===== config.mk =====
export PLATFORM = sky130hd
export DESIGN_NAME = trap_frame_engine
export DESIGN_NICKNAME = d
export VERILOG_FILES = /design/src/rtl/tf_pkg.sv /design/src/rtl/tf_err_map.sv /design/src/rtl/tf_sp_step.sv /design/src/rtl/tf_slot_sel.sv /design/src/rtl/tf_ctl.sv /design/src/rtl/trap_frame_engine.sv
export SDC_FILE = /design/constraint.sdc
export NUM_CORES = 1
export LEC_CHECK = 0
export CAP_MARGIN = 5
export CELL_PAD_IN_SITES_DETAIL_PLACEMENT = 1
export CELL_PAD_IN_SITES_GLOBAL_PLACEMENT = 2
export CORE_MARGIN = 2
export CORE_UTILIZATION = 26
export CTS_CLUSTER_DIAMETER = 200
export DETAILED_ROUTE_END_ITERATION = 10
export PLACE_DENSITY = 0.85
export SLEW_MARGIN = 15
export SYNTH_ARGS = -nofsm -noshare
export SYNTH_HDL_FRONTEND = slang
export SYNTH_SLANG_ARGS = --single-unit

===== constraint.sdc =====
create_clock -name clk -period 5 [get_ports clk]
set_input_delay 1 -clock clk [delete_from_list [all_inputs] [get_ports clk]]
set_output_delay 1 -clock clk [all_outputs]
set_load 0.005 [all_outputs]

===== src/rtl/tf_pkg.sv =====
// Shared types of the trap frame sequencer.
// Assumes: four sequencer states and at most four frame slots.
package tf_pkg;

    typedef enum logic [1:0] {
        ST_IDLE = 2'd0,
        ST_PUSH = 2'd1,
        ST_POP  = 2'd2,
        ST_FIN  = 2'd3
    } tf_state_e;

    // Slot numbers: push order, lowest first.
    localparam logic [1:0] SLOT_FLAGS = 2'd0;
    localparam logic [1:0] SLOT_CS    = 2'd1;
    localparam logic [1:0] SLOT_IP    = 2'd2;
    localparam logic [1:0] SLOT_ERR   = 2'd3;

    // Mode captured at the start of a sequence.
    typedef struct packed {
        logic prot;
        logic wide;
        logic with_err;
    } tf_mode_t;

endpackage


===== src/rtl/tf_err_map.sv =====
// Decides whether a trap vector pushes a fault code.
// Assumes: only vectors below 32 can carry one, and only in protected mode.
module tf_err_map #(
    parameter int          VEC_W    = 8,
    parameter logic [31:0] ERR_MASK = 32'h0002_7D00
) (
    input  logic             prot,
    input  logic [VEC_W-1:0] vec,
    output logic             with_err
);
    localparam int IDX_W = 5;

    logic             in_range;
    logic [IDX_W-1:0] idx;

    // Pick the range test that fits the vector width.
    generate
        if (VEC_W > IDX_W) begin : g_wide_vec
            assign in_range = ~|vec[VEC_W-1:IDX_W];
            assign idx      = vec[IDX_W-1:0];
        end else begin : g_narrow_vec
            assign in_range = 1'b1;
            assign idx      = IDX_W'(vec);
        end
    endgenerate

    // Fault code only for listed exception vectors in protected mode.
    always_comb begin
        with_err = prot && in_range && ERR_MASK[idx];
    end

endmodule


===== src/rtl/tf_sp_step.sv =====
// Computes the stack pointer one slot down and one slot up.
// Assumes: stride 2 for narrow slots and 4 for wide ones; real mode moves
// only the low half of the pointer and keeps the high half.
module tf_sp_step #(
    parameter int WORD_W = 32
) (
    input  logic [WORD_W-1:0] sp,
    input  logic              real_mode,
    input  logic              wide,
    output logic [WORD_W-1:0] sp_dn,
    output logic [WORD_W-1:0] sp_up
);
    localparam int HW = WORD_W / 2;

    logic [WORD_W-1:0] stride;
    logic [HW-1:0]     low_dn;
    logic [HW-1:0]     low_up;

    // Slot stride from frame width.
    always_comb begin
        stride = wide ? WORD_W'(4) : WORD_W'(2);
    end

    // Low-half arithmetic wraps modulo the real-mode segment size.
    always_comb begin
        low_dn = sp[HW-1:0] - stride[HW-1:0];
        low_up = sp[HW-1:0] + stride[HW-1:0];
    end

    // Select wrapped or full-width result by mode.
    always_comb begin
        if (real_mode) begin
            sp_dn = {sp[WORD_W-1:HW], low_dn};
            sp_up = {sp[WORD_W-1:HW], low_up};
        end else begin
            sp_dn = sp - stride;
            sp_up = sp + stride;
        end
    end

endmodule


===== src/rtl/tf_slot_sel.sv =====
// Chooses the value for the current push slot and trims it to the slot width.
// Assumes: the selector is zero-extended; narrow slots keep the low half.
module tf_slot_sel #(
    parameter int WORD_W = 32,
    parameter int SEL_W  = 16
) (
    input  logic [1:0]        slot,
    input  logic              wide,
    input  logic [WORD_W-1:0] flags,
    input  logic [SEL_W-1:0]  cs,
    input  logic [WORD_W-1:0] eip,
    input  logic [WORD_W-1:0] err,
    output logic [WORD_W-1:0] data
);
    import tf_pkg::*;

    localparam int HW = WORD_W / 2;

    logic [WORD_W-1:0] raw;

    // Slot order multiplexer.
    always_comb begin
        case (slot)
            SLOT_FLAGS: raw = flags;
            SLOT_CS:    raw = WORD_W'(cs);
            SLOT_IP:    raw = eip;
            default:    raw = err;
        endcase
    end

    // Narrow slots drop the high half.
    always_comb begin
        data = wide ? raw : {{(WORD_W-HW){1'b0}}, raw[HW-1:0]};
    end

endmodule


===== src/rtl/tf_ctl.sv =====
// Sequencer state machine: captures the request, steps through the slots,
// collects popped values and decides the return fault.
// Assumes: rd_data is valid in the same cycle as the read strobe; requests
// are only looked at while idle; a trap request wins over a return request.
module tf_ctl #(
    parameter int WORD_W = 32,
    parameter int SEL_W  = 16
) (
    input  logic                clk,
    input  logic                rst_n,
    input  logic                trap_req,
    input  logic                with_err,
    input  logic                iret_req,
    input  logic                prot_mode,
    input  logic                gate32,
    input  logic [SEL_W-1:0]    cur_cs,
    input  logic [WORD_W-1:0]   cur_eip,
    input  logic [WORD_W-1:0]   cur_flags,
    input  logic [WORD_W-1:0]   cur_sp,
    input  logic [WORD_W-1:0]   cur_err,
    input  logic [WORD_W-1:0]   cs_limit,
    input  logic [WORD_W-1:0]   rd_data,
    input  logic [WORD_W-1:0]   sp_dn,
    input  logic [WORD_W-1:0]   sp_up,
    output tf_pkg::tf_state_e   st,
    output logic [1:0]          slot,
    output tf_pkg::tf_mode_t    mode,
    output logic [WORD_W-1:0]   sp_cur,
    output logic [WORD_W-1:0]   snap_flags,
    output logic [SEL_W-1:0]    snap_cs,
    output logic [WORD_W-1:0]   snap_eip,
    output logic [WORD_W-1:0]   snap_err,
    output logic [WORD_W-1:0]   ret_eip,
    output logic [SEL_W-1:0]    ret_cs,
    output logic [WORD_W-1:0]   ret_flags,
    output logic                fault_r
);
    import tf_pkg::*;

    localparam int HW = WORD_W / 2;

    logic [1:0]        last_slot;
    logic [WORD_W-1:0] sp_orig;
    logic [WORD_W-1:0] limit_r;
    logic [WORD_W-1:0] pop_val;

    // Popped value trimmed to the frame width.
    always_comb begin
        pop_val = mode.wide ? rd_data : {{(WORD_W-HW){1'b0}}, rd_data[HW-1:0]};
    end

    // Main sequencer.
    always_ff @(posedge clk) begin
        if (!rst_n) begin
            st         <= ST_IDLE;
            slot       <= 2'd0;
            last_slot  <= 2'd0;
            mode       <= '0;
            sp_cur     <= '0;
            sp_orig    <= '0;
            limit_r    <= '0;
            snap_flags <= '0;
            snap_cs    <= '0;
            snap_eip   <= '0;
            snap_err   <= '0;
            ret_eip    <= '0;
            ret_cs     <= '0;
            ret_flags  <= '0;
            fault_r    <= 1'b0;
        end else begin
            case (st)
                ST_IDLE: begin
                    if (trap_req) begin
                        mode.prot     <= prot_mode;
                        mode.wide     <= prot_mode && gate32;
                        mode.with_err <= with_err;
                        last_slot     <= with_err ? SLOT_ERR : SLOT_IP;
                        snap_flags    <= cur_flags;
                        snap_cs       <= cur_cs;
                        snap_eip      <= cur_eip;
                        snap_err      <= cur_err;
                        sp_cur        <= cur_sp;
                        slot          <= SLOT_FLAGS;
                        fault_r       <= 1'b0;
                        st            <= ST_PUSH;
                    end else if (iret_req) begin
                        mode.prot     <= prot_mode;
                        mode.wide     <= prot_mode && gate32;
                        mode.with_err <= 1'b0;
                        limit_r       <= cs_limit;
                        sp_cur        <= cur_sp;
                        sp_orig       <= cur_sp;
                        slot          <= 2'd0;
                        fault_r       <= 1'b0;
                        st            <= ST_POP;
                    end
                end
                ST_PUSH: begin
                    sp_cur <= sp_dn;
                    if (slot == last_slot) begin
                        st <= ST_FIN;
                    end else begin
                        slot <= slot + 2'd1;
                    end
                end
                ST_POP: begin
                    sp_cur <= sp_up;
                    case (slot)
                        2'd0: begin
                            ret_eip <= pop_val;
                            slot    <= 2'd1;
                        end
                        2'd1: begin
                            ret_cs <= pop_val[SEL_W-1:0];
                            slot   <= 2'd2;
                        end
                        default: begin
                            ret_flags <= pop_val;
                            if (mode.prot && (ret_eip > limit_r)) begin
                                fault_r <= 1'b1;
                                sp_cur  <= sp_orig;
                            end
                            st <= ST_FIN;
                        end
                    endcase
                end
                default: begin
                    st <= ST_IDLE;
                end
            endcase
        end
    end

endmodule


===== src/rtl/trap_frame_engine.sv =====
// Top level of the trap frame sequencer: builds the return frame on a
// trap and unwinds it on an interrupt return.
// Assumes: one stack access per cycle, reads answered in the same cycle,
// and no segment base added to stack addresses.
module trap_frame_engine #(
    parameter int          VEC_W    = 8,
    parameter int          WORD_W   = 32,
    parameter int          SEL_W    = 16,
    parameter logic [31:0] ERR_MASK = 32'h0002_7D00
) (
    input  logic              clk,
    input  logic              rst_n,
    input  logic              trap_req,
    input  logic [VEC_W-1:0]  trap_vec,
    input  logic [WORD_W-1:0] trap_err,
    input  logic              iret_req,
    input  logic              prot_mode,
    input  logic              gate32,
    input  logic [SEL_W-1:0]  cur_cs,
    input  logic [WORD_W-1:0] cur_eip,
    input  logic [WORD_W-1:0] cur_flags,
    input  logic [WORD_W-1:0] cur_sp,
    input  logic [WORD_W-1:0] cs_limit,
    input  logic [WORD_W-1:0] rd_data,
    output logic              wr_en,
    output logic [WORD_W-1:0] wr_addr,
    output logic [WORD_W-1:0] wr_data,
    output logic              wr_size,
    output logic              rd_en,
    output logic [WORD_W-1:0] rd_addr,
    output logic              rd_size,
    output logic              busy,
    output logic              done,
    output logic              ret_fault,
    output logic [WORD_W-1:0] sp_new,
    output logic [WORD_W-1:0] ret_eip,
    output logic [SEL_W-1:0]  ret_cs,
    output logic [WORD_W-1:0] ret_flags
);
    import tf_pkg::*;

    logic              with_err;
    tf_state_e         st;
    logic [1:0]        slot;
    tf_mode_t          mode;
    logic [WORD_W-1:0] sp_cur;
    logic [WORD_W-1:0] sp_dn;
    logic [WORD_W-1:0] sp_up;
    logic [WORD_W-1:0] snap_flags;
    logic [SEL_W-1:0]  snap_cs;
    logic [WORD_W-1:0] snap_eip;
    logic [WORD_W-1:0] snap_err;
    logic [WORD_W-1:0] slot_data;
    logic              fault_r;

    tf_err_map #(
        .VEC_W    (VEC_W),
        .ERR_MASK (ERR_MASK)
    ) u_err_map (
        .prot     (prot_mode),
        .vec      (trap_vec),
        .with_err (with_err)
    );

    tf_sp_step #(
        .WORD_W (WORD_W)
    ) u_sp_step (
        .sp        (sp_cur),
        .real_mode (!mode.prot),
        .wide      (mode.wide),
        .sp_dn     (sp_dn),
        .sp_up     (sp_up)
    );

    tf_slot_sel #(
        .WORD_W (WORD_W),
        .SEL_W  (SEL_W)
    ) u_slot_sel (
        .slot  (slot),
        .wide  (mode.wide),
        .flags (snap_flags),
        .cs    (snap_cs),
        .eip   (snap_eip),
        .err   (snap_err),
        .data  (slot_data)
    );

    tf_ctl #(
        .WORD_W (WORD_W),
        .SEL_W  (SEL_W)
    ) u_ctl (
        .clk        (clk),
        .rst_n      (rst_n),
        .trap_req   (trap_req),
        .with_err   (with_err),
        .iret_req   (iret_req),
        .prot_mode  (prot_mode),
        .gate32     (gate32),
        .cur_cs     (cur_cs),
        .cur_eip    (cur_eip),
        .cur_flags  (cur_flags),
        .cur_sp     (cur_sp),
        .cur_err    (trap_err),
        .cs_limit   (cs_limit),
        .rd_data    (rd_data),
        .sp_dn      (sp_dn),
        .sp_up      (sp_up),
        .st         (st),
        .slot       (slot),
        .mode       (mode),
        .sp_cur     (sp_cur),
        .snap_flags (snap_flags),
        .snap_cs    (snap_cs),
        .snap_eip   (snap_eip),
        .snap_err   (snap_err),
        .ret_eip    (ret_eip),
        .ret_cs     (ret_cs),
        .ret_flags  (ret_flags),
        .fault_r    (fault_r)
    );

    // Stack port and status outputs from sequencer state.
    always_comb begin
        busy      = (st != ST_IDLE);
        done      = (st == ST_FIN);
        ret_fault = (st == ST_FIN) && fault_r;
        wr_en     = (st == ST_PUSH);
        wr_addr   = sp_dn;
        wr_data   = slot_data;
        wr_size   = mode.wide;
        rd_en     = (st == ST_POP);
        rd_addr   = sp_cur;
        rd_size   = mode.wide;
        sp_new    = sp_cur;
    end

endmodule


==> impl_metrics.env <==
export IMPL_yosysTopAreaCellShare_pct=40.7
export IMPL_cts_buffer_depth=3
export IMPL_drcViolationCount=0
export IMPL_cts_sinks=297
export IMPL_synthArstFlopShare_pct=0
export IMPL_grt_use_total_pct=20.7
export IMPL_grt_max_degree=148
export IMPL_endpoint_kind="primary output"
export IMPL_row_count=86
export IMPL_period_minus_slack_ns=4.84
export IMPL_vias=15200
export IMPL_cts_root_buffer="clkbuf_16"
export IMPL_drv_slew=0
export IMPL_syn_area_sq_mm=0.0146
export IMPL_yosysUniqueCellTypes=59
export IMPL_ys_flop_type="dfxtp_1"
export IMPL_drive_gt1_share_pct=5.08
export IMPL_port_buffers=436
export IMPL_crit_fanout=19
export IMPL_gp_congestion=0.871
export IMPL_clk_transition_reported_paths_ns=0.06
export IMPL_synth_most_common_cell="nand2_1"
export IMPL_synth_fp_nets=2231
export IMPL_viasPerCell=4.98
export IMPL_seq_area_frac_synth_pct=40.7
export IMPL_die_area_sq_mm=0.0582
export IMPL_clk_latency_ns=0.55
export IMPL_drt_first_pass_iters=5
export IMPL_ys_ff_latch=297
export IMPL_grt_setup_unrepaired="no"
export IMPL_hold_viol_final=0
export IMPL_synth_largest_area_cell="dfxtp_1"
export IMPL_p_per_area_mw_per_mm2=475
export IMPL_skew_ns=0.0179
export IMPL_min_period_over_period_pct=96.7
export IMPL_power_total_uw=9760
export IMPL_final_setup_viol_count=0
export IMPL_num_io_pins=437
export IMPL_yosysWarnings=0
export IMPL_grt_pass1_vias=15400
export IMPL_multiInputGateArea_sq_mm=0.00761
export IMPL_coreArea_sq_mm=0.0553
export IMPL_worst_slew_pin_slew_ns=1.17
export IMPL_dp_hpwl_microns=45000
export IMPL_syn_avg_cell_area_sq_um=7.45
export IMPL_antenna_found_initial=7
export IMPL_drt_wl_total_microns=62300
export IMPL_crit_type="register to primary output"
export IMPL_fin_area_sq_mm=0.0206
export IMPL_dieWidth_microns=241
export IMPL_synth_edf_count=0
export IMPL_final_seq_area_sq_mm=0.00595
export IMPL_cp_arrival_ns=3.84
export IMPL_post_dp_cell_area_sq_mm=0.0194
export IMPL_htree_levels=2
export IMPL_max_freq_mhz=207
export IMPL_grt_overflow_total=0
export IMPL_start_util_pct=26.4
export IMPL_tns_ns=0
export IMPL_worstSetupStartpointType="register"
export IMPL_first_iter_violations=922
export IMPL_grt_pass1_wl_microns=93100
export IMPL_max_cap_violations=0
export IMPL_cts_tree="done"
export IMPL_die_h_microns=241
export IMPL_outcome="completed"
export IMPL_leakage_uw=0.00731
export IMPL_nets=2547
export IMPL_critPathRequiredTime_ns=4.00
export IMPL_synth_area_leaders="dfxtp_1 (41%), nand2_1 (14%), a21oi_1 (11%)"
export IMPL_syn_inst=1963
export IMPL_cts_inserted_buffers=36
export IMPL_slew_headroom_pct=21.5
export IMPL_ir_drop_mv=0.224
export IMPL_fillCellCount=6734
export IMPL_hold_path_class="register to register"
export IMPL_syn2layout_area_growth_pct=40.6
export IMPL_wl_per_cell_microns=20.4
export IMPL_ant_nets=0
export IMPL_netlist_top_cells_count="nand2_1 (534), a21oi_1 (316), dfxtp_1 (297), clkbuf_1 (136), nor2_1 (87)"
-- report_power, final --
| part | total, uW | internal [uW] | switching, uW | leakage, uW |
|---|---|---|---|---|
| clock network | 2600 | 1500 | 1110 | 0.000574 |
| logic | 3920 | 1810 | 2100 | 0.00431 |
| registers | 3240 | 2750 | 496 | 0.00243 |
-- timing repair --
item	in CTS	in global routing
resized for setup	1	3
setup endpoints to repair	2	5
hold buffers	0	0
buffers inserted	0	1
-- placed cells by master (no fill, tap or decap), drive strengths merged, types with 11 or more instances in the layout --
master         count
nand2            534
o211ai            15
nor3              23
buf               35
ha                44
or3               25
o22ai             12
xnor2             36
a22oi             18
a221o             14
xor2              22
a21oi            316
clkbuf            52
clkdlybuf4s50    436
nand4             14
o21ai             40
nor2              87
nand3             52
dfxtp            297
inv               68
mux2i             28
nor4              11
a222oi            16
-- final cells by class --
type | count | area share (%)
Clock inverter | 11 | 0.438
Timing Repair Buffer | 471 | 22.5
Multi-Input combinational cell | 1405 | 37.0
Antenna cell | 3 | 0.0365
Sequential cell | 297 | 28.9
Clock buffer | 52 | 5.21
Tap cell | 748 | 4.55
Inverter | 68 | 1.28
-- registers in the layout, indices dropped and copies added, names as in the netlist, 32 cells and up --
signal and cells:
u_ctl.limit_r 32, u_ctl.ret_eip 32, u_ctl.ret_flags 32, u_ctl.snap_eip 32
u_ctl.snap_err 32, u_ctl.snap_flags 32, u_ctl.sp_cur 32, u_ctl.sp_orig 32
-- cells by family (layout without fill, tap and decap cells) --
group | Yosys count | after routing | share of synthesized area (%)
buf+inv | 261 | 602 | 7.65
other cells | 0 | 3 | 0
flops | 297 | 297 | 40.7
fa+ha+maj | 46 | 46 | 4.04
xor+xnor | 58 | 58 | 3.47
simple gates | 788 | 788 | 22.8
mux | 28 | 28 | 1.92
compound gates | 485 | 485 | 19.5
-- worst max-delay path, cell delays in order (launching register included) --
cell and delay, ns:
dfxtp_2 0.33, clkinv_1 0.08, buf_4 0.21, fa_1 0.49, or4_4 0.49, or3_1 0.45
or3_2 0.46, xnor2_1 0.21, clkdlybuf4s50_1 0.56
-- routing by layer --
layer  share of wire [%]  track usage [%]
met5                0.12                0
met2                  48             35.0
met4                 1.9             4.96
met3                 7.1             5.15
met1                  43             26.3
-- through the flow --
step	hold WS, ns	utilization, %	setup slack [ns]	instances
floorplan	0.436	-	0.848	1963
global placement	0.442	35.0	0.719	2988
detailed placement	0.448	35.0	0.567	2988
CTS	0.456	37.1	0.0260	3051
global route	0.472	37.2	0.0153	3052
finish	0.455	37.2	0.163	3055
-- worst paths after layout --
check / slack [ns] / start / endpoint / cells past startpoint
setup reg to reg: 1.59 / u_ctl.mode[1]$_SDFFE_PN0P_ / u_ctl.sp_cur[31]$_SDFFE_PN0P_ / 12
setup / recovery: 0.16 / u_ctl.mode[1]$_SDFFE_PN0P_ / wr_addr[15] / 8
hold reg to reg: 0.45 / u_ctl.sp_orig[6]$_SDFFE_PN0P_ / u_ctl.sp_orig[6]$_SDFFE_PN0P_ / 2
hold / removal: 0.45 / u_ctl.sp_orig[6]$_SDFFE_PN0P_ / u_ctl.sp_orig[6]$_SDFFE_PN0P_ / 2
Power figures use the tool's default switching activity.
